[src/rtl/oneshot_pkg.sv]
package oneshot_pkg;
  // input levels of one channel, sampled each clock
  typedef struct packed {
    logic fall_in;
    logic rise_in;
    logic clr_n;
  } os_levels_t;
endpackage

[src/rtl/oneshot_rst_sync.sv]
module oneshot_rst_sync (
  input  logic clk,
  input  logic rst_n,
  output logic rst_sync_n
);
  logic [1:0] sync_q;

  always_ff @(posedge clk or negedge rst_n) begin
    if (!rst_n) begin
      sync_q <= 2'b00;
    end else begin
      sync_q <= {sync_q[0], 1'b1};
    end
  end

  assign rst_sync_n = sync_q[1];
endmodule

[src/rtl/oneshot_trig_detect.sv]
module oneshot_trig_detect
  import oneshot_pkg::*;
(
  input  logic       clk,
  input  logic       rst_n,
  input  os_levels_t lvl_i,
  output logic       trig_o
);
  os_levels_t prev_q;
  logic       primed_q;
  logic       fall_hit, rise_hit, rel_hit;

  // edge qualification against the previous clock's levels
  always_comb begin
    fall_hit = prev_q.fall_in & ~lvl_i.fall_in & lvl_i.rise_in & lvl_i.clr_n;
    rise_hit = ~prev_q.rise_in & lvl_i.rise_in & ~lvl_i.fall_in & lvl_i.clr_n;
    rel_hit  = ~prev_q.clr_n & lvl_i.clr_n & ~lvl_i.fall_in & lvl_i.rise_in;
    trig_o   = primed_q & (fall_hit | rise_hit | rel_hit);
  end

  // history is not valid until one clock after reset
  always_ff @(posedge clk or negedge rst_n) begin
    if (!rst_n) begin
      prev_q   <= '0;
      primed_q <= 1'b0;
    end else begin
      prev_q   <= lvl_i;
      primed_q <= 1'b1;
    end
  end
endmodule

[src/rtl/oneshot_timer.sv]
module oneshot_timer #(
  parameter int CNT_W = 8
) (
  input  logic             clk,
  input  logic             rst_n,
  input  logic             trig_i,
  input  logic             clr_n_i,
  input  logic [CNT_W-1:0] width_i,
  output logic             active_o
);
  localparam logic [CNT_W-1:0] ONE = CNT_W'(1);

  logic [CNT_W-1:0] cnt_q, cnt_d, load_val;
  logic             cnt_en, busy;

  always_comb begin
    busy     = (cnt_q != '0);
    load_val = (width_i == '0) ? ONE : width_i;
    cnt_en   = trig_i | ~clr_n_i | busy;
    cnt_d    = cnt_q;
    if (!clr_n_i) begin
      cnt_d = '0;
    end else if (trig_i) begin
      cnt_d = load_val;
    end else if (busy) begin
      cnt_d = cnt_q - ONE;
    end
  end

  always_ff @(posedge clk or negedge rst_n) begin
    if (!rst_n) begin
      cnt_q <= '0;
    end else if (cnt_en) begin
      cnt_q <= cnt_d;
    end
  end

  assign active_o = busy;


  clear_flush_chk: assert property (@(posedge clk) disable iff (!rst_n)
    !clr_n_i |=> (cnt_q == '0));


  load_width_chk: assert property (@(posedge clk) disable iff (!rst_n)
    (trig_i && clr_n_i) |=>
      (cnt_q == (($past(width_i) == '0) ? ONE : $past(width_i))));


  countdown_chk: assert property (@(posedge clk) disable iff (!rst_n)
    (clr_n_i && !trig_i && (cnt_q != '0)) |=> (cnt_q == $past(cnt_q) - ONE));
endmodule

[src/rtl/dual_oneshot.sv]
module dual_oneshot
  import oneshot_pkg::*;
#(
  parameter int NUM_CH = 2,
  parameter int CNT_W  = 8
) (
  input  logic                    clk,
  input  logic                    rst_n,
  input  logic [NUM_CH-1:0]       fall_trig_i,
  input  logic [NUM_CH-1:0]       rise_trig_i,
  input  logic [NUM_CH-1:0]       clr_n_i,
  input  logic [NUM_CH*CNT_W-1:0] width_i,
  output logic [NUM_CH-1:0]       pulse_o,
  output logic [NUM_CH-1:0]       pulse_n_o
);
  logic              rst_sync_n;
  logic [NUM_CH-1:0] trig_w;
  logic [NUM_CH-1:0] active_w;

  oneshot_rst_sync u_rst (
    .clk        (clk),
    .rst_n      (rst_n),
    .rst_sync_n (rst_sync_n)
  );

  for (genvar g = 0; g < NUM_CH; g++) begin : g_ch
    os_levels_t lvl;

    assign lvl.fall_in = fall_trig_i[g];
    assign lvl.rise_in = rise_trig_i[g];
    assign lvl.clr_n   = clr_n_i[g];

    oneshot_trig_detect u_det (
      .clk    (clk),
      .rst_n  (rst_sync_n),
      .lvl_i  (lvl),
      .trig_o (trig_w[g])
    );

    oneshot_timer #(.CNT_W(CNT_W)) u_tmr (
      .clk      (clk),
      .rst_n    (rst_sync_n),
      .trig_i   (trig_w[g]),
      .clr_n_i  (clr_n_i[g]),
      .width_i  (width_i[g*CNT_W +: CNT_W]),
      .active_o (active_w[g])
    );

    // clear gates the output without waiting for a clock
    assign pulse_o[g]   = active_w[g] & clr_n_i[g];
    assign pulse_n_o[g] = ~pulse_o[g];


    rise_cause_chk: assert property (@(posedge clk) disable iff (!rst_sync_n)
      $rose(pulse_o[g]) |-> $past(trig_w[g]));
  end
endmodule

[config.mk]
export PLATFORM = sky130hd
export DESIGN_NAME = dual_oneshot
export DESIGN_NICKNAME = d
export VERILOG_FILES = /design/src/rtl/oneshot_pkg.sv /design/src/rtl/oneshot_rst_sync.sv /design/src/rtl/oneshot_trig_detect.sv /design/src/rtl/oneshot_timer.sv /design/src/rtl/dual_oneshot.sv
export SDC_FILE = /design/constraint.sdc
export NUM_CORES = 1
export LEC_CHECK = 0
export BUFFER_PORTS_ARGS = -buffer_cell sky130_fd_sc_hd__buf_2
export CORE_UTILIZATION = 40
export DETAILED_ROUTE_END_ITERATION = 10
export MAX_ROUTING_LAYER = met4
export PLACE_DENSITY_LB_ADDON = 0.15
export SYNTH_ARGS = -nofsm -noshare
export SYNTH_HDL_FRONTEND = slang
export SYNTH_SLANG_ARGS = --single-unit
export TNS_END_PERCENT = 20
[constraint.sdc]
create_clock -name clk -period 2.19 [get_ports clk]
set_clock_uncertainty 0.2 [all_clocks]
set_input_delay 0.219 -clock clk [delete_from_list [all_inputs] [get_ports clk]]
set_output_delay 0.219 -clock clk [all_outputs]
set_load 0.02 [all_outputs]
== Yosys cells after proc, flatten, opt, wreduce, memory -nomap -nowiden ==
Cells that the tools add are included.

* Bits in registers: 25
* Bits of input ports: 24
* Output and inout port bits: 4
* Word-level logic and storage cells: 68

* Add/subtract/negate cells: 2
* Equality and inequality tests: 2
* Multiplexer cells: 8
* Bitwise operators: 40
* Reductions and logical operators: 6

{| class="wikitable"
|+ Operators by type and width
! kind !! count
|-
| 8-bit two-way mux || 8
|-
| 1-bit bitwise AND || 22
|-
| 8-bit logical NOT || 2
|-
| 8-bit nonzero test || 2
|-
| 8-bit by 1-bit subtractor with 8-bit output (second input constant) || 2
|-
| 1-bit NOT || 10
|-
| 1-bit OR || 8
|-
| 3-bit by 1-bit != test with 1-bit output (second input constant) || 2
|-
| 2-bit AND reduction || 2
|}

== Logic depth before layout (Yosys ltp) ==
Gate-level depths: netlist (run 1).

* Depth after elaboration: 10
* Mapped depth: 7
* Depth with buffers taken out: 6

== By module ==
From an unflattened synthesis (run 1), not the netlist that was laid out.

* Cells, all modules: 139
* Area, all modules: 1407.6 µm²

{| class="wikitable"
|+ Modules (own cells, without submodules)
! module !! instances !! cells an instance !! area an instance (µm²)
|-
| oneshot_timer || 2 || 58 || 544.3
|-
| oneshot_trig_detect || 2 || 8 || 122.6
|-
| oneshot_rst_sync || 1 || 3 || 53.8
|-
| dual_oneshot || 1 || 4 || 20.0
|}

== Worst setup path before layout (run 1) ==
OpenSTA, ideal clock, no wires.

* Path kind: register to output
* From: reg g_ch[1].u_tmr.cnt_q[4]
* To: out pulse_o[1]
* Data arrival time: 1752 ps
* Setup slack: 19 ps
* Stages on the path, launching flop included: 6
* Path buffers: 1
* Cell sequence: dfrtp_1 -> or4_4 -> or3_1 -> buf_6 -> nand2_1 -> inv_1

* Cells in the longest elaborated chain, start to end: 2

{| class="wikitable"
|+ Ends and longest elaborated chain
! item !! line !! source
|-
| from (decl) || oneshot_timer.sv:13 || <nowiki>logic [CNT_W-1:0] cnt_q, cnt_d, load_val;</nowiki>
|-
| from (signal assigned) || oneshot_timer.sv:34 || <nowiki>cnt_q <= cnt_d;</nowiki>
|-
| 8-bit nonzero test || oneshot_timer.sv:17 || <nowiki>busy = (cnt_q != '0);</nowiki>
|-
| 1-bit bitwise AND || dual_oneshot.sv:50 || <nowiki>assign pulse_o[g] = active_w[g] & clr_n_i[g];</nowiki>
|-
| to (decl) || dual_oneshot.sv:13 || <nowiki>output logic [NUM_CH-1:0] pulse_o,</nowiki>
|}

No other way between the ends.

== Worst setup path after layout (run 1) ==
* From: reg g_ch[1].u_tmr.cnt_q[3]
* To: out pulse_o[1]

The elaborated chain is that of the path after synthesis.

==> results of run 1 <==
==> final cells by class <==
type,instances,area (µm²)
tap,44,55.1
fill,263,1200
timing repair buffer,61,452
multi-input combinational,95,693
inverter,7,26.3
sequential,25,626
clock buffer,4,26.3
==> worst min-delay path, stage by stage <==
cell    delay (ps)
buf_2           80
and2_1         110
o21a_1         100
==> worst paths after layout <==
path                                                       to  slack [ps]  cells past startpoint
max in group asynchronous           u_rst.sync_q[1]$_DFF_PN0_        1160                      3
hold reg to reg             g_ch[0].u_det.prev_q[0]$_DFF_PN0_          30                      1
setup / recovery                                   pulse_o[1]         -90                      5
setup reg to reg           g_ch[1].u_tmr.cnt_q[1]$_DFFE_PN0P_         110                      5
min in group asynchronous   g_ch[0].u_det.prev_q[0]$_DFF_PN0_          30                      1
hold / removal             g_ch[1].u_tmr.cnt_q[1]$_DFFE_PN0P_          20                      3
==> per-layer routing <==
layer | GRT usage | part of all wire
met4 | 0.0714 | 0.0075
met1 | 0.288 | 0.45
met3 | 0.0262 | 0.038
met5 | - | 0
met2 | 0.347 | 0.50
==> kinds of logic (layout without fill, tap and decap cells) <==
kind of cell	Yosys count	after routing	synth area share
AO/OA/AOI/OAI	31	31	0.169
XOR/XNOR	12	12	0.0802
other	1	2	0.00286
adder cells (fa/ha/maj)	4	4	0.0382
flip-flops	25	25	0.477
AND/OR/NAND/NOR	46	46	0.198
buffers and inverters	10	72	0.0344
==> cell usage after synthesis <==
cell,instances,area (µm²)
or2b_2,1,8.76
a32o_1,4,40.0
or3_1,1,6.26
o21ai_1,2,10.0
a211oi_1,1,7.51
a21boi_0,5,37.5
ha_1,4,50.1
a31oi_1,2,12.5
a21oi_1,5,25.0
a311o_1,1,10.0
o21ai_0,2,10.0
nor2_1,4,15.0
buf_6,1,11.3
a21boi_1,3,22.5
nor3b_1,5,37.5
o41ai_1,1,8.76
o31ai_1,2,15.0
or4_4,1,11.3
clkbuf_1,2,7.51
nand2_1,14,52.6
o21a_1,3,22.5
and4b_1,2,20.0
nor3_1,3,15.0
nor4_2,1,12.5
xor2_1,8,70.1
dfrtp_1,25,626
conb_1,1,3.75
or4_1,2,15.0
nand3_1,7,35.0
inv_1,7,26.3
and2_1,1,6.26
xnor2_1,4,35.0
nor4_1,4,25.0
==> power breakdown <==
part	switching, µW	internal, µW	leakage, µW
Clock	138	71.2	0.0000150
Sequential	157	600	0.000315
Combinational	659	784	0.000534
==> sequential cells by signal (all words and copies together), names as in the netlist <==
name / count
g_ch.u_tmr.cnt_q: 16
g_ch.u_det.prev_q: 6
g_ch.u_det.primed_q: 1
u_rst.sync_q: 2
==> per-stage QoR <==
stage / instance area [µm²] / worst slack [ps] / util / TNS (ps) / hold WS (ps)
after global routing: 1880 / -162 / 0.610 / -327 / 33.5
final: 1880 / -87.2 / 0.610 / -155 / 17.2
after CTS: 1850 / -90.5 / 0.601 / -168 / 7.94
after global placement: 1540 / 97.2 / 0.500 / 0 / -196
after detailed placement: 1540 / 70.6 / 0.500 / 0 / -192
after floorplan: 1320 / 18.8 / - / 0 / -277
==> repair_timing <==
item / CTS / global route
buffers inserted: 5 / 1
cloned: 0 / 0
resized for setup: 12 / 6
endpoints found under the setup margin: 3 / 5
hold buffers: 21 / 0
hold endpoints to repair: 21 / 0
pin swaps: 3 / 1
==> summary by stage, run 1 <==
Place
Detailed placement ended at an HPWL of 2090 µm. Buffers placed on the I/O ports in this run total 27. Counting tap cells, the placed design contains a total of 205 instances. The final RePlAce weighted congestion is 0.826.

Global route
The first global-routing pass estimated 5430 µm of wire. The overall routing resource usage is 0.218. The largest net degree at the start of global routing is 24. The via count of the first global-routing pass is 1165. The number of antenna violations at the first check in global routing is 0. The total overflow reported by the global router is 0.

Timing
The slew at the pin with the worst max-slew slack is 562 ps. The maximum frequency from static timing analysis is 439 MHz. Of the available clock period, the critical path in the final layout requires 1.04. The final setup slack of the worst path is -87.2 ps.

The final number of max-transition violations is 0. In this run the tightest slew margin relative to its limit is 0.623. Setup violations remaining at the end of the flow were counted as 2. The count of final hold-check violations was 0. The clock period minus worst slack is 2280 ps.

Setup repair after global routing could not meet its margin everywhere.

Detailed routing
The post-detailed-route wirelength per cell is 13.6 µm. For this run, the detailed router's first-pass iteration total came to 4. The via count of the routed design is 1211. The vias per cell is 5.13. The total detailed-routing wirelength is 3200 µm. After detailed routing, the number of remaining DRC violations is 0.

The DRC marker count from the first detailed-route iteration is 54. Once detail routing completed, the nets flagged for antenna violations numbered 0.

Worst hold path
In this run the worst hold path is classified as primary input to flop. The worst hold path startpoint is width_i[9].

Layout
In the layout the commonest cells are dfrtp_1 (25), buf_2 (25), dlygate4sd3_1 (21). At the end of the flow, the number of nets in the layout was 221. The growth of design area from synthesis to finish is 43.2%. The final antenna diode count is 0. The non-filler instance count after layout is 236. Of the cells placed in the final design, the portion with a size suffix greater than 1 is 0.302.

CTS
The clock input transition at the sequential cells of the worst setup and hold paths is 140 ps. In this run the clock root is driven by a clkbuf_4. The clock insertion delay at the later pin of the skew report is 310 ps. The clock tree from TritonCTS is done. In this run the number of H-tree levels came out at 1. The buffer levels on the longest clock path is 2.

Buffers inserted during clock tree synthesis total 3. CTS saw 25 sinks.

Power and ir drop
The total power is 2410 µW. The leakage component of the power is 0.000865 µW. The worst voltage drop across the vdd grid is 0.000681 V. The power density over the cells is 1280 nW/µm².

Critical path
The data arrival time at the worst-slack endpoint is 1860 ps. On the worst path, the slowest cell contributes a delay of 540 ps. Walking the worst path, the cells encountered are or4_4 > or3_4 > nand2_2 > inv_2 > buf_6. The kind of end point of the critical path is an output port. Of all nets on the critical path, the largest fanout is 2. The beginning of the worst register-to-register path is g_ch[1].u_tmr.cnt_q[3]$_DFFE_PN0P_. On the critical path, the stage with the largest delay is an instance of or4_4. Data on the critical path is required at its endpoint by 1770 ps. The count of buffer and inverter cells on the critical path is 2. The sort of element at the start of the critical path is a flop. The start point of the critical path is g_ch[1].u_tmr.cnt_q[3]$_DFFE_PN0P_. The critical path class is flop to output port.

The cell type group with the largest total delay on the critical path is simple AND/OR/NAND/NOR gates.

Synth
The number of distinct standard cells referenced by the synthesized netlist is 33. For this run, the register share of the synthesized area comes to 0.477. In this run the cell area of the synthesized design comes to 1310 µm². The average instance in the mapped netlist occupies 10.2 µm². The count of mapped cells out of synthesis is 129.

The number of synthesized register bits is 25. During synthesis, Yosys emitted a total of 0 warnings.

Run status
The flow ran to the end, but the final reports show violations. The checks that failed: setup timing.

Die
From left edge to right edge, the die measures 59.3 µm. In this run the core area contains 20 standard-cell rows. The die area is 3510 µm².

The die boundary height is 59.3 µm. The total I/O pin count is 28. The floorplan core area is 3080 µm².

For this configuration, the core starts out at a cell density of 0.426.

Run
The number of max-capacitance violations reported is 0.
Note: power is estimated with default switching activity, not from simulation.
==> inputs of run 2 (changes only) <==
--- a/config.mk
+++ b/config.mk
@@ -6,6 +6,7 @@
 export NUM_CORES = 1
 export LEC_CHECK = 0
 export BUFFER_PORTS_ARGS = -buffer_cell sky130_fd_sc_hd__buf_2
+export CORE_MARGIN = 5
 export CORE_UTILIZATION = 40
 export DETAILED_ROUTE_END_ITERATION = 10
 export MAX_ROUTING_LAYER = met4
==> constraint.sdc (replaced) <==
create_clock -name clk -period 2.31 [get_ports clk]
set_clock_uncertainty 0.2 [all_clocks]
set_input_delay 0.231 -clock clk [delete_from_list [all_inputs] [get_ports clk]]
set_output_delay 0.231 -clock clk [all_outputs]
set_load 0.02 [all_outputs]
==> summary by stage, run 2 (synthesized netlist as in run 1, its figures left out) <==
Layout
Leaving out fill and tap cells, the most frequent cell in the layout is buf_2. The library cells used most frequently in the layout, excluding fill and tap cells, are buf_2 (26), dfrtp_1 (25), dlygate4sd3_1 (21). The final layout contains 218 nets. Relative to the synthesized area, the layout overhead comes to 39.9%.

The number of flip-flops in the largest register is 16. The finished layout holds 233 standard cells, fillers aside. The largest registers in the layout are g_ch.u_tmr.cnt_q x16, g_ch.u_det.prev_q x6, u_rst.sync_q x2.

Of the cells placed in the final design, the portion with a size suffix greater than 1 is 0.270. Ranked by flip-flop count, first place goes to g_ch.u_tmr.cnt_q. The final antenna diode count is 0.

Timing
Summed over all failing endpoints, the final setup total negative slack is -5.34 ps. On the final layout, the worst hold slack is 9.20 ps. The final number of max-transition violations is 0. Setup repair after global routing could not meet its margin everywhere.

In the post-route analysis, the smallest setup slack over all paths is -5.34 ps. The maximum frequency from static timing analysis is 432 MHz. The count of final hold-check violations came to 0. The share of the clock period used by the worst path is 1.00. For the finished layout, the period the worst path requires is 2320 ps. The slew at the pin with the worst max-slew slack is 509 ps. The worst pin sits at a relative slew slack of 0.658. Setup violations remaining at the end of the flow were counted as 1.

Critical path
The worst setup path is launched from a flop. The data arrival time at the worst-slack endpoint is 1880 ps. The maximum net fanout on the critical path is 2. The critical path class is flop to output port. At the worst endpoint, the required time is 1880 ps. The worst setup path is captured at an output port.

Die
In this run the horizontal extent of the chip is 67.3 µm. The number of placement rows is 20. The starting utilization of the core area is 0.423. The die boundary height is 67.3 µm. After floorplanning, the core was sized to cover 3100 µm². For this design the top-level I/O count stands at 28. The die area is 4520 µm².

Global route
Global routing finished with a remaining overflow of 0. The overall routing resource usage is 0.169. The via count of the first global-routing pass is 1268.

Entering global routing, the biggest net connects 24 pins. The first global-routing pass estimated 5730 µm of wire. The number of antenna violations at the first check in global routing is 0.

Detailed routing
The total iterations of the first detailed-routing run is 4. Dividing the detail-routed via count by the number of cells gives 5.06. The routed layout has 1178 vias. For this run, design rule violations remaining after detail routing come to 0.

The first routing iteration left 42 violations. Dividing the detail-routed wire length by the instance count gives 13.6 µm. In this run the remaining antenna-violating nets after routing total 0. The total detailed-routing wirelength is 3170 µm.

Run status
The checks that failed: setup timing. The flow ran to the end, but the final reports show violations.

Place
The count of buffers inserted at the top-level ports is 27. Routability-driven placement finished with a final weighted congestion of 0.786. The placed cell count is 201.

Summed over all nets, the half-perimeter wirelength after detailed placement is 2160 µm. Timing analysis after detailed placement gives a worst setup slack of 131 ps.

CTS
The H-tree level count is 1. The clock input transition at the sequential cells of the worst setup and hold paths is 150 ps. The cell sitting at the root of the clock tree is a clkbuf_4.

The total clock sinks is 25. The clock passes through at most 2 buffers. At the later pin of the worst-skew pair, clock insertion delay measures 320 ps.

The TritonCTS buffer count is 3. The clock tree from TritonCTS is done.

Power and ir drop
The leakage component of the power is 0.000846 µW. The power density over the cells is 1200 nW/µm². The worst voltage drop across the vdd grid is 0.000482 V.

Run
The number of max-capacitance violations reported is 0.

Worst hold path
The min-delay analysis places its worst path in the category primary input to flop.
run 2: changes by cell type in the layout (fill, tap and decap cells not counted), moves of 2 or more:
cell / previous run / this run
buf_4: 14 / 10
inv_1: 2 / 5
nor3b_2: 2 / 0
inv_2: 5 / 2
ha_1: 2 / 4
nand2_1: 13 / 11
nand2_2: 1 / 3
run 2: per-layer routing:
metal	GRT usage	wire, µm	up-vias
met5	-	0	-
met4	0.0481	48	0
met3	0.0349	128	6
met2	0.279	1580	27
met1	0.209	1400	553
li1	-	-	592
run 2: final timing paths:
| check | end | from | depth (start not counted) | slack, ps |
|---|---|---|---|---|
| min reg2reg | g_ch[0].u_det.prev_q[2]$_DFF_PN0_ | u_rst.sync_q[1]$_DFF_PN0_ | 1 | 20 |
| max in group asynchronous | u_rst.sync_q[1]$_DFF_PN0_ | rst_n | 3 | 1250 |
| max reg2reg | g_ch[1].u_tmr.cnt_q[1]$_DFFE_PN0P_ | g_ch[1].u_tmr.cnt_q[4]$_DFFE_PN0P_ | 5 | 190 |
| min | g_ch[0].u_tmr.cnt_q[7]$_DFFE_PN0P_ | width_i[7] | 3 | 9 |
| max | pulse_o[1] | g_ch[1].u_tmr.cnt_q[4]$_DFFE_PN0P_ | 5 | -5 |
| min in group asynchronous | g_ch[0].u_det.prev_q[2]$_DFF_PN0_ | u_rst.sync_q[1]$_DFF_PN0_ | 1 | 20 |
run 2: critical path: stages, from the launching register on:
cell	delay, ps
dfrtp_1	420
or4_4	550
or3_4	370
nand2_2	70
inv_1	40
buf_6	120
run 2: stage by stage:
stage / area, µm² / utilization / total power (µW)
3_5_place_dp: 1510 / 0.486 / 1770
4_1_cts: 1800 / 0.581 / 2140
6_report: 1830 / 0.591 / 2190
5_1_grt: 1830 / 0.591 / 2410
2_1_floorplan: 1320 / - / 1530
3_3_place_gp: 1510 / 0.486 / 1750
run 2: timing repair:
item	4_1_cts	5_1_grt
endpoints found under the hold margin	21	0
hold buffers	21	0
resized for setup	5	6
endpoints found under the setup margin	2	4
setup buffers	5	2
pin swaps	3	0
run 2: power breakdown:
part           internal [µW]  switching (µW)
Clock                   66.1             140
Combinational            680             603
Sequential               569             136
Total                   1320             879
run 2: final cells by class:
cell class              instances  area [µm²]
clock inverters                 1        7.51
inverters                       7        26.3
multi-input cells              95         671
clock buffers                   3        22.5
repair buffers                 58         427
flip-flops and latches         25         626
well taps                      44        55.1
fillers                       283        1270
==> inputs of run 3 (changes only) <==
--- a/config.mk
+++ b/config.mk
@@ -11,6 +11,7 @@
 export DETAILED_ROUTE_END_ITERATION = 10
 export MAX_ROUTING_LAYER = met4
 export PLACE_DENSITY_LB_ADDON = 0.15
+export REMOVE_ABC_BUFFERS = 1
 export SYNTH_ARGS = -nofsm -noshare
 export SYNTH_HDL_FRONTEND = slang
 export SYNTH_SLANG_ARGS = --single-unit
==> summary by stage, run 3 (synthesized netlist as in run 1, its figures left out) <==
Place
The final RePlAce weighted congestion is 0.807. Buffers placed on the I/O ports in this run total 27. The wire-length estimate of the detail-placed layout is 2130 µm. The placed instances occupy a cell area of 1510 µm².

Die
The die covers 4520 µm². The die boundary height is 67.3 µm. In this run the horizontal extent of the chip is 67.3 µm.

The total I/O pin count is 28. The starting utilization of the core area is 0.423. The floorplan core area is 3100 µm². The floorplan has 20 rows.

Power and ir drop
The total power is 2230 µW. The leakage component of the power is 0.000851 µW. The power spent charging and discharging nets is 892 µW. Dividing total power by cell area gives a power density of 1230 nW/µm². The power share of the clock group is 0.086.

Of the total power, registers draw 0.313. The worst voltage drop across the vdd grid is 0.000625 V. The internal power of the cells totals 1340 µW. The combinational share of power is 0.601. Of the total power, the share spent switching nets is 0.400.

Timing
Setup repair after global routing could not meet its margin everywhere. The maximum frequency from static timing analysis is 428 MHz. The count of final hold-check violations is 0. The final number of max-transition violations is 0. Setup violations remaining at the end of the flow were counted as 2.

Dividing the final minimum period by the clock period gives 1.01. The clock period minus worst slack is 2340 ps. For the pin with the worst max-slew slack, the measured transition is 509 ps. Once routing completed, OpenROAD measured the worst setup slack at -27.3 ps. Measured against its own limit, the worst slew margin works out to 0.658.

Global route
The via count of the first global-routing pass is 1178. For this run the aggregate overflow at the end of global routing stands at 0. In the global route stage, overall resource usage came out at 0.159.

The wire length of the first global-routing pass is 5370 µm. Entering global routing, the biggest net connects 24 pins. The number of antenna violations at the first check in global routing is 0.

Layout
The fraction of final layout cells with drive strength greater than 1 is 0.277. The number of flip-flops in the largest register is 16. Leaving out fill and tap cells, the most frequent cells in the layout are dfrtp_1 (25), buf_2 (25), dlygate4sd3_1 (18). The total non-filler cell area in the finished layout is 1820 µm². The net count of the finished layout is 217.

In the final layout, the registers with the most flip-flops are g_ch.u_tmr.cnt_q x16, g_ch.u_det.prev_q x6, u_rst.sync_q x2. More flip-flops sit in one register than any other, and that register is g_ch.u_tmr.cnt_q. The growth of design area from synthesis to finish is 38.8%. The repair_antennas step left the layout with diodes totalling 0.

Run status
The run finished, with violations left. The final reports fail on setup timing.

CTS
In this run the clock root is driven by a clkbuf_4. The H-tree level count is 1. Clock tree synthesis found a total of 25 sinks. The TritonCTS buffer count is 3. TritonCTS built the clock tree. Clock latency on the worst-skew pair, taken at its later pin, is 310 ps. No sink is reached through more buffers than the 2 on the longest clock path. Clock-pin slew was measured on the worst setup and hold paths at 140 ps.

Detailed routing
The final route contains 1162 vias. After the first detailed-routing iteration, the DRC count stood at 47. In the final routed layout, each cell accounts on average for 14.0 µm. The vias per cell is 5.01. The pre-antenna-repair detailed-routing pass consisted of 4 iterations. Once detail routing completed, the nets flagged for antenna violations numbered 0. The DRC violation count after routing is 0. For this block, the routed nets add up to 3260 µm of wire.

Critical path
Among cell families on the critical path, the largest total delay comes from simple AND/OR/NAND/NOR gates. The kind of end point of the critical path is an output port. The critical path contains buffers and inverters numbering 2 combined.

Of all nets on the critical path, the largest fanout is 3. STA classifies the critical path startpoint as a flop. The critical path class is flop to output port. The data arrival time at the worst-slack endpoint is 1910 ps. STA puts the critical path data required time at 1880 ps.

The largest single stage delay on the critical path is 540 ps. The critical path goes through or4_4 > or3_4 > nand2_4 > inv_2 > buf_6. The cell with the largest stage delay on the worst path is or4_4.

Run
The tool flagged a number of max-cap violations equal to 0.

Worst hold path
In this run the worst hold path is classified as primary input to async pin.
run 3: power by group through the flow:
stage                     sequential, µW  combinational [µW]  clock [µW]
after floorplan                      692                 803           0
after global placement               712                1040           0
after detailed placement             717                1050           0
after CTS                            693                1220         195
after global routing                 718                1480         218
final                                698                1340         192
run 3: layout make-up:
cell class	instances	area [µm²]
clock inverters	1	5.00
clock buffers	3	22.5
inverters	7	26.3
flip-flops and latches	25	626
fillers	276	1280
well taps	44	55.1
multi-input cells	95	672
repair buffers	57	414
run 3: layer usage:
metal	up-vias	GRT usage	routed length [µm]
li1	583	-	-
met1	548	0.188	1380
met2	25	0.287	1720
met3	6	0.0216	104
met4	0	0.0354	48
met5	-	-	0
run 3: repair_timing:
| item | CTS | global route |
|---|---|---|
| gates resized for setup | 2 | 9 |
| pin swaps | 2 | 3 |
| hold buffers | 18 | 0 |
| endpoints found under the setup margin | 2 | 4 |
| buffers inserted | 6 | 3 |
| endpoints found under the hold margin | 19 | 0 |
run 3: through the flow:
step	cells	hold WS (ps)	setup slack, ps	util	TNS (ps)
after CTS	229	6.41	1.59	0.570	0
after global placement	201	-183	162	0.486	0
final	232	8.26	-27.3	0.587	-39.1
after global routing	232	10.5	-75.5	0.587	-179
after floorplan	127	-265	145	-	0
after detailed placement	201	-181	152	0.486	0
run 3: worst paths after layout:
path / startpoint / endpoint / slack [ps] / cells after the start
min in group clk: width_i[8] / g_ch[1].u_tmr.cnt_q[0]$_DFFE_PN0P_ / 10 / 3
max in group asynchronous: u_rst.sync_q[1]$_DFF_PN0_ / g_ch[1].u_det.primed_q$_DFF_PN0_ / 1660 / 1
setup / recovery: g_ch[1].u_tmr.cnt_q[3]$_DFFE_PN0P_ / pulse_o[1] / -30 / 5
setup reg to reg: g_ch[1].u_tmr.cnt_q[3]$_DFFE_PN0P_ / g_ch[1].u_tmr.cnt_q[1]$_DFFE_PN0P_ / 10 / 6
hold / removal: rst_n / u_rst.sync_q[1]$_DFF_PN0_ / 8 / 2
hold reg to reg: u_rst.sync_q[1]$_DFF_PN0_ / g_ch[0].u_det.prev_q[0]$_DFF_PN0_ / 20 / 1
